<file path="src/rtl/arr_mul_pkg.sv">
package arr_mul_pkg;

   typedef struct packed {
      logic s;
      logic co;
   } fa_res_t;

   function automatic fa_res_t fa_eval(input logic x, input logic y, input logic ci);
      fa_res_t r;
      r.s  = x ^ y ^ ci;
      r.co = (x & y) | (ci & (x ^ y));
      return r;
   endfunction

endpackage

</file>
<file path="src/rtl/am_fa_cell.sv">
module am_fa_cell (
   input  logic x,
   input  logic y,
   input  logic ci,
   output logic s,
   output logic co
);
   import arr_mul_pkg::*;
   fa_res_t r;
   always_comb r = fa_eval(x, y, ci);
   assign s  = r.s;
   assign co = r.co;
endmodule

</file>
<file path="src/rtl/am_pp_row.sv">
module am_pp_row #(
   parameter int W = 8
) (
   input  logic [W-1:0] a,
   input  logic         b_bit,
   output logic [W-1:0] pp
);
   assign pp = a & {W{b_bit}};
endmodule

</file>
<file path="src/rtl/am_add_row.sv">
module am_add_row #(
   parameter int W = 8
) (
   input  logic [W-1:0] acc,
   input  logic [W-1:0] pp,
   output logic [W:0]   sum
);
   logic [W-1:0] cy;

   for (genvar j = 0; j < W; j++) begin : g_cell
      if (j == 0) begin : g_half
         // carry-in is a constant zero here, so a half adder suffices
         assign sum[0] = acc[0] ^ pp[0];
         assign cy[0]  = acc[0] & pp[0];
      end else begin : g_full
         am_fa_cell u_fa (
            .x  (acc[j]),
            .y  (pp[j]),
            .ci (cy[j-1]),
            .s  (sum[j]),
            .co (cy[j])
         );
      end
   end

   assign sum[W] = cy[W-1];
endmodule

</file>
<file path="src/rtl/am_reg.sv">
module am_reg #(
   parameter int W = 8
) (
   input  logic         clk,
   input  logic         rst_n,
   input  logic [W-1:0] d,
   output logic [W-1:0] q
);
   always_ff @(posedge clk or negedge rst_n) begin
      if (!rst_n) q <= '0;
      else        q <= d;
   end
endmodule

</file>
<file path="src/rtl/arr_mul_reg.sv">
module arr_mul_reg #(
   parameter int WA = 8,
   parameter int WB = 8
) (
   input  logic             clk,
   input  logic             rst_n,
   input  logic [WA-1:0]    a_in,
   input  logic [WB-1:0]    b_in,
   output logic [WA+WB-1:0] p_out
);
   localparam int PW = WA + WB;

   if (WA < 2) begin : g_bad_wa
      $error("arr_mul_reg: WA must be at least 2");
   end
   if (WB < 2) begin : g_bad_wb
      $error("arr_mul_reg: WB must be at least 2");
   end

   logic [WA-1:0] a_q;
   logic [WB-1:0] b_q;
   logic [PW-1:0] p_d;

   am_reg #(.W(WA)) u_areg (.clk(clk), .rst_n(rst_n), .d(a_in), .q(a_q));
   am_reg #(.W(WB)) u_breg (.clk(clk), .rst_n(rst_n), .d(b_in), .q(b_q));

   logic [WA-1:0] pp   [WB];
   logic [WA:0]   rsum [WB];

   for (genvar i = 0; i < WB; i++) begin : g_row
      am_pp_row #(.W(WA)) u_pp (.a(a_q), .b_bit(b_q[i]), .pp(pp[i]));
      if (i == 0) begin : g_first
         assign rsum[0] = {1'b0, pp[0]};
      end else begin : g_add
         am_add_row #(.W(WA)) u_add (
            .acc (rsum[i-1][WA:1]),
            .pp  (pp[i]),
            .sum (rsum[i])
         );
      end
      assign p_d[i] = rsum[i][0];
   end

   assign p_d[PW-1:WB] = rsum[WB-1][WA:1];

   am_reg #(.W(PW)) u_preg (.clk(clk), .rst_n(rst_n), .d(p_d), .q(p_out));
endmodule

</file>
<file path="config.mk">
export PLATFORM = sky130hd
export DESIGN_NAME = arr_mul_reg
export DESIGN_NICKNAME = d
export VERILOG_FILES = /design/src/rtl/arr_mul_pkg.sv /design/src/rtl/am_fa_cell.sv /design/src/rtl/am_pp_row.sv /design/src/rtl/am_add_row.sv /design/src/rtl/am_reg.sv /design/src/rtl/arr_mul_reg.sv
export SDC_FILE = /design/constraint.sdc
export NUM_CORES = 1
export LEC_CHECK = 0
export CAP_MARGIN = 20
export CORE_MARGIN = 5
export CORE_UTILIZATION = 29
export DETAILED_ROUTE_END_ITERATION = 6
export GPL_TIMING_DRIVEN = 0
export PLACE_DENSITY = 0.49
export SLEW_MARGIN = 10
export SYNTH_ARGS = -nofsm -noshare
export SYNTH_HDL_FRONTEND = slang
export SYNTH_SLANG_ARGS = --single-unit
</file>
<file path="constraint.sdc">
create_clock -name clk -period 10.7 [get_ports clk]
set_input_delay 2.14 -clock clk [delete_from_list [all_inputs] [get_ports clk]]
set_output_delay 2.14 -clock clk [all_outputs]
set_load 0.01 [all_outputs]
</file>
==> impl_metrics.csv, run 1 <==
group,metric,value,unit
timing,fmax,103,MHz
grt,grt_remaining_overflow,0,
timing,setup-tns-final,0,ns
grt,grt_pass1_wl,6.90,mm
detailed_routing,drc_errors,0,
layout,final_core_util,36.8,%
layout,syn2layout_area_growth,23.5,%
timing,period_share,90.8,%
grt,antenna_found_initial,0,
clock_tree,root_buffer,"clkbuf_8",
detailed_routing,postRouteAntennaNets,0,
pwr,power.density,229,nW/µm²
detailed_routing,vias,1270,
timing,fin_ws,0.985,ns
layout,final_common_cell,"fa_1",
synth,synth_fp_nets,251,
detailed_routing,routed_via_density,3.97,
clock_tree,htreeDepth,2,
clock_tree,post_cts_buffers,0,
clock_tree,cts_hold_buffers,0,
synth,synth.cell_area,2310,µm²
critical_path,critical_path_class,"reg2reg",
place,gp_congestion,0.698,
place,dp_worst_setup_slack,0.870,ns
hold_path,min-delay-path-class,"reg2reg",
timing,setup_violations,0,
timing,min_period,9.72,ns
clock_tree,cts_buffers,5,
clock_tree,clk_path_buf_depth,2,
floorplan,initial_core_util,29.8,%
detailed_routing,wl,3.51,mm
outcome,status,"finished, final reports clean",
timing,clock_skew,0.00629,ns
synth,ys_ff_latch,32,
grt,grt_max_degree,33,
floorplan,die_x,99.3,µm
place,dp_hpwl,2.96,mm
timing,worst_slew_pin_slew,0.726,ns
synth,yosys_warnings,0,
floorplan,rows,32,
floorplan,die_y,99.3,µm
detailed_routing,wire_per_inst,11.0,µm
critical_path,cp-start-kind,"register",
floorplan,ios,34,
layout,diodes,0,
clock_tree,clk_latency,0.28,ns
layout,multi_input_area,1420,µm²
clock_tree,ctsResizeCount,0,
clock_tree,clock-sinks,32,
critical_path,worstPathRequired,10.88,ns
timing,drv_slew,0,
timing,rsz0062_at_grt,"no",
floorplan,placeableCoreArea,7770,µm²
timing,slew-limit-headroom,51.6,%
synth,synth_cell_types,6,
synth,synthCells,177,
synth,ys_seq_area_share,34.6,%
grt,grt_pass1_vias,1534,
floorplan,dieArea,9860,µm²
critical_path,cp.arrival,9.89,ns
pwr,leakage,1.31,nW
detailed_routing,drt-pass1-iter-count,2,
layout,seq_area,801,µm²
clock_tree,path_clk_slew,0.07,ns
synth,avgSynthCellArea,13.1,µm²
place,dp_cells,312,
flow_run,maxCapViolations,0,
critical_path,cp-end-kind,"register",
layout,most-common-layout-cells,"fa_1, and2_1, clkdlybuf4s50_1, dfrtp_1, inv_1",
timing,hold_viol,0,
critical_path,cp_max_fo,8,
clock_tree,cts_tree,"yes",
layout,fillerInstances,815,
place,port_buffers,33,
grt,grt_usage,8.69,%
detailed_routing,dr.first_iter.drc_count,18,
pwr,vdd_drop_max,0.0748,mV
layout,fin_cells,320,
layout,layout.nets,291,
layout,layout-drive-gt1-share,3.21,%
-- cell type report --
type | instances | area share [%]
tap | 102 | 4.47
sequential | 32 | 28.0
clock buffer | 8 | 3.15
timing repair buffer | 33 | 11.4
multi-input combinational | 120 | 49.7
inverter | 25 | 3.29
-- stage by stage --
stage          power [W]  instance area (µm²)  hold slack (ns)
2_1_floorplan   0.000461                 2310            0.533
3_3_place_gp    0.000582                 2770            0.635
3_5_place_dp    0.000582                 2770            0.668
4_1_cts         0.000684                 2860            0.685
5_1_grt         0.000762                 2860            0.709
6_report        0.000654                 2860            0.671
-- worst paths after layout --
check / cells past startpoint / from / slack (ns) / endpoint
setup / recovery: 25 / u_areg.q[0]$_DFF_PN0_ / 0.98 / u_preg.q[14]$_DFF_PN0_
hold / removal: 1 / u_areg.q[0]$_DFF_PN0_ / 0.67 / u_preg.q[0]$_DFF_PN0_
setup reg to reg: 25 / u_areg.q[0]$_DFF_PN0_ / 0.98 / u_preg.q[14]$_DFF_PN0_
hold reg to reg: 1 / u_areg.q[0]$_DFF_PN0_ / 0.67 / u_preg.q[0]$_DFF_PN0_
max in group asynchronous: 1 / rst_n / 8.31 / u_breg.q[6]$_DFF_PN0_
min in group asynchronous: 1 / rst_n / 1.92 / u_breg.q[4]$_DFF_PN0_
-- power by group --
| part | switching (W) | internal, W | total (W) | leakage (nW) |
|---|---|---|---|---|
| clock network | 0.0000429 | 0.0000524 | 0.0000954 | 0.0455 |
| registers | 0.0000115 | 0.000158 | 0.000169 | 0.378 |
| logic | 0.000195 | 0.000194 | 0.000389 | 0.883 |
| total | 0.000249 | 0.000405 | 0.000654 | 1.31 |
-- metal layers --
metal  global-route usage, %  routed length [µm]  vias to the layer above
li1                        -                   -                      593
met1                    9.68                1370                      650
met2                    15.8                1920                       21
met3                    1.96                 139                        6
met4                    3.78                  77                        0
met5                       0                   0                        -
-- registers in the layout (all words and copies together), names as in the netlist --
name,count
u_preg.q,16
u_areg.q,8
u_breg.q,8
-- worst max-delay path, cell delays in order (launching register included) --
cell and delay, ns:
dfrtp_1 0.47, and2_1 0.17, ha_1 0.14, inv_1 0.05, fa_1 0.44, fa_1 0.54, inv_1 0.05, fa_1 0.39
fa_1 0.46, fa_1 0.46, fa_1 0.46, fa_1 0.44, fa_1 0.47, fa_1 0.53, fa_1 0.44, fa_1 0.48
fa_1 0.44, fa_1 0.48, fa_1 0.54, inv_1 0.05, fa_1 0.42, fa_1 0.39, fa_1 0.39, fa_1 0.38
fa_1 0.49, inv_1 0.04
-- cell families (layout without fill, tap and decap cells) --
logic type,after synthesis,in the layout,synth area share [%]
and+or+nand+nor,64,64,15.5
adders and majority gates,56,56,45.9
DFF,32,32,34.6
buffers and inverters,25,66,4.06
-- Yosys cell counts --
cell type  instances  share of area [%]
inv_1             25                4.1
nand2_1           17                2.8
ha_1               8                4.3
fa_1              48                 42
and2_1            47                 13
dfrtp_1           32                 35
No activity file was read; power rests on OpenSTA's default activity.
==> inputs of run 2 (changes only) <==
- CORE_UTILIZATION: 29 -> 55
- HOLD_SLACK_MARGIN: default -> 0.03
- PLACE_DENSITY: 0.49 -> 0.82
==> impl_metrics.csv, run 2 (synthesis gave the netlist of run 1 again) <==
group,metric,value,unit
clock_tree,clock-sinks,32,
grt,grt_usage,15.5,%
detailed_routing,wire_per_inst,12.7,µm
detailed_routing,postRouteAntennaNets,0,
layout,fillerInstances,313,
timing,setup_violations,0,
critical_path,crit_path_top_delay_cell,"fa_1",
critical_path,critical-path-max-stage-delay,0.54,ns
hold_path,min-delay-path-class,"reg2reg",
layout,largest_reg_flops,16,
grt,grt_pass1_vias,1504,
timing,rsz0062_at_grt,"no",
timing,worst_slew_pin_slew,0.703,ns
layout,syn2layout_area_growth,20.8,%
floorplan,die_x,74.9,µm
clock_tree,cts_tree,"yes",
detailed_routing,drc_errors,0,
clock_tree,clk_latency,0.28,ns
detailed_routing,wl,3.41,mm
floorplan,rows,23,
clock_tree,root_buffer,"clkbuf_8",
pwr,leakage,1.31,nW
timing,period_share,91.4,%
detailed_routing,drt-pass1-iter-count,6,
layout,final_core_util,69.3,%
place,gp_congestion,0.740,
floorplan,initial_core_util,57.4,%
detailed_routing,routed_via_density,4.89,
layout,layout-drive-gt1-share,4.13,%
layout,diodes,0,
critical_path,worstPathRequired,10.88,ns
timing,slew-limit-headroom,53.1,%
critical_path,path_delay_family,"adder cells",
floorplan,die_y,74.9,µm
critical_path,path_buf_inv,4,
timing,fmax,102,MHz
layout,largestRegisters,"u_preg.q (16), u_areg.q (8), u_breg.q (8)",
clock_tree,htreeDepth,2,
grt,grt_pass1_wl,6.47,mm
layout,seq_area,801,µm²
floorplan,placeableCoreArea,4030,µm²
place,dpl_cell_area,2700,µm²
critical_path,cp.arrival,9.96,ns
grt,antenna_found_initial,0,
timing,min_period,9.78,ns
clock_tree,ctsResizeCount,0,
place,dp_hpwl,2.95,mm
layout,layout.nets,291,
timing,hold_viol,0,
clock_tree,cts_buffers,5,
clock_tree,clk_path_buf_depth,2,
flow_run,maxCapViolations,0,
detailed_routing,vias,1310,
clock_tree,post_cts_buffers,0,
place,dp_worst_setup_slack,0.836,ns
critical_path,cp_max_fo,8,
pwr,power,0.000666,W
layout,final_common_cell,"fa_1",
floorplan,dieArea,5600,µm²
detailed_routing,dr.first_iter.drc_count,39,
critical_path,cp-end-kind,"register",
layout,most-common-layout-cells,"fa_1, and2_1, clkdlybuf4s50_1, dfrtp_1, inv_1",
timing,drv_slew,0,
timing,fin_ws,0.920,ns
place,port_buffers,33,
critical_path,crit_top_cell,"fa_1",
timing,clock_skew,0.00805,ns
critical_path,cp-start-kind,"register",
critical_path,critical_path_class,"reg2reg",
pwr,vdd_drop_max,0.131,mV
layout,design_area,2790,µm²
layout,multi_input_area,1420,µm²
grt,grt_max_degree,33,
clock_tree,cts_hold_buffers,0,
outcome,status,"finished, final reports clean",
clock_tree,path_clk_slew,0.07,ns
floorplan,ios,34,
layout,regMostFlops,"u_preg.q",
grt,grt_remaining_overflow,0,
timing,setup-tns-final,0,ns
pwr,power.density,238,nW/µm²
run 2: final timing paths:
path / from / to / slack [ns] / cells after the start
max in group asynchronous: rst_n / u_preg.q[12]$_DFF_PN0_ / 8.34 / 1
setup / recovery: u_breg.q[0]$_DFF_PN0_ / u_preg.q[14]$_DFF_PN0_ / 0.92 / 25
hold / removal: u_areg.q[0]$_DFF_PN0_ / u_preg.q[0]$_DFF_PN0_ / 0.61 / 1
min in group asynchronous: rst_n / u_areg.q[2]$_DFF_PN0_ / 1.90 / 1
setup reg to reg: u_breg.q[0]$_DFF_PN0_ / u_preg.q[14]$_DFF_PN0_ / 0.92 / 25
hold reg to reg: u_areg.q[0]$_DFF_PN0_ / u_preg.q[0]$_DFF_PN0_ / 0.61 / 1
run 2: layout make-up:
cell class	count	share of cell area, %
well taps	50	2.24
inverters	25	3.36
repair buffers	33	11.6
clock buffers	6	2.96
multi-input cells	120	50.8
flip-flops and latches	32	28.7
clock inverters	2	0.358
run 2: report_power, final:
group	internal, W	switching (W)
Clock	0.0000513	0.0000451
Combinational	0.000197	0.000204
Sequential	0.000158	0.0000112
run 2: worst reg2reg max path, cell delays in order (launching register included):
cell and delay, ns:
dfrtp_1 0.46, and2_1 0.16, ha_1 0.13, inv_1 0.05, fa_1 0.44, fa_1 0.54
inv_1 0.05, fa_1 0.40, fa_1 0.48, fa_1 0.46, fa_1 0.46, fa_1 0.44
fa_1 0.47, fa_1 0.52, fa_1 0.45, fa_1 0.49, fa_1 0.46, fa_1 0.48
fa_1 0.45, fa_1 0.50, inv_1 0.06, fa_1 0.42, fa_1 0.39, fa_1 0.39
fa_1 0.49, inv_1 0.04
run 2: layer usage:
layer	vias to the layer above	part of all wire [%]	GRT usage (%)
met4	0	1.5	4.74
li1	597	-	-
met5	-	0	0
met2	21	60	29.5
met3	7	4.0	3.20
met1	685	34	17.2
run 2: stage by stage:
| step | hold WS (ns) | instances |
|---|---|---|
| final | 0.607 | 268 |
| after global placement | 0.598 | 260 |
| after global routing | 0.671 | 268 |
| after detailed placement | 0.607 | 260 |
| after floorplan | 0.533 | 177 |
| after CTS | 0.621 | 268 |
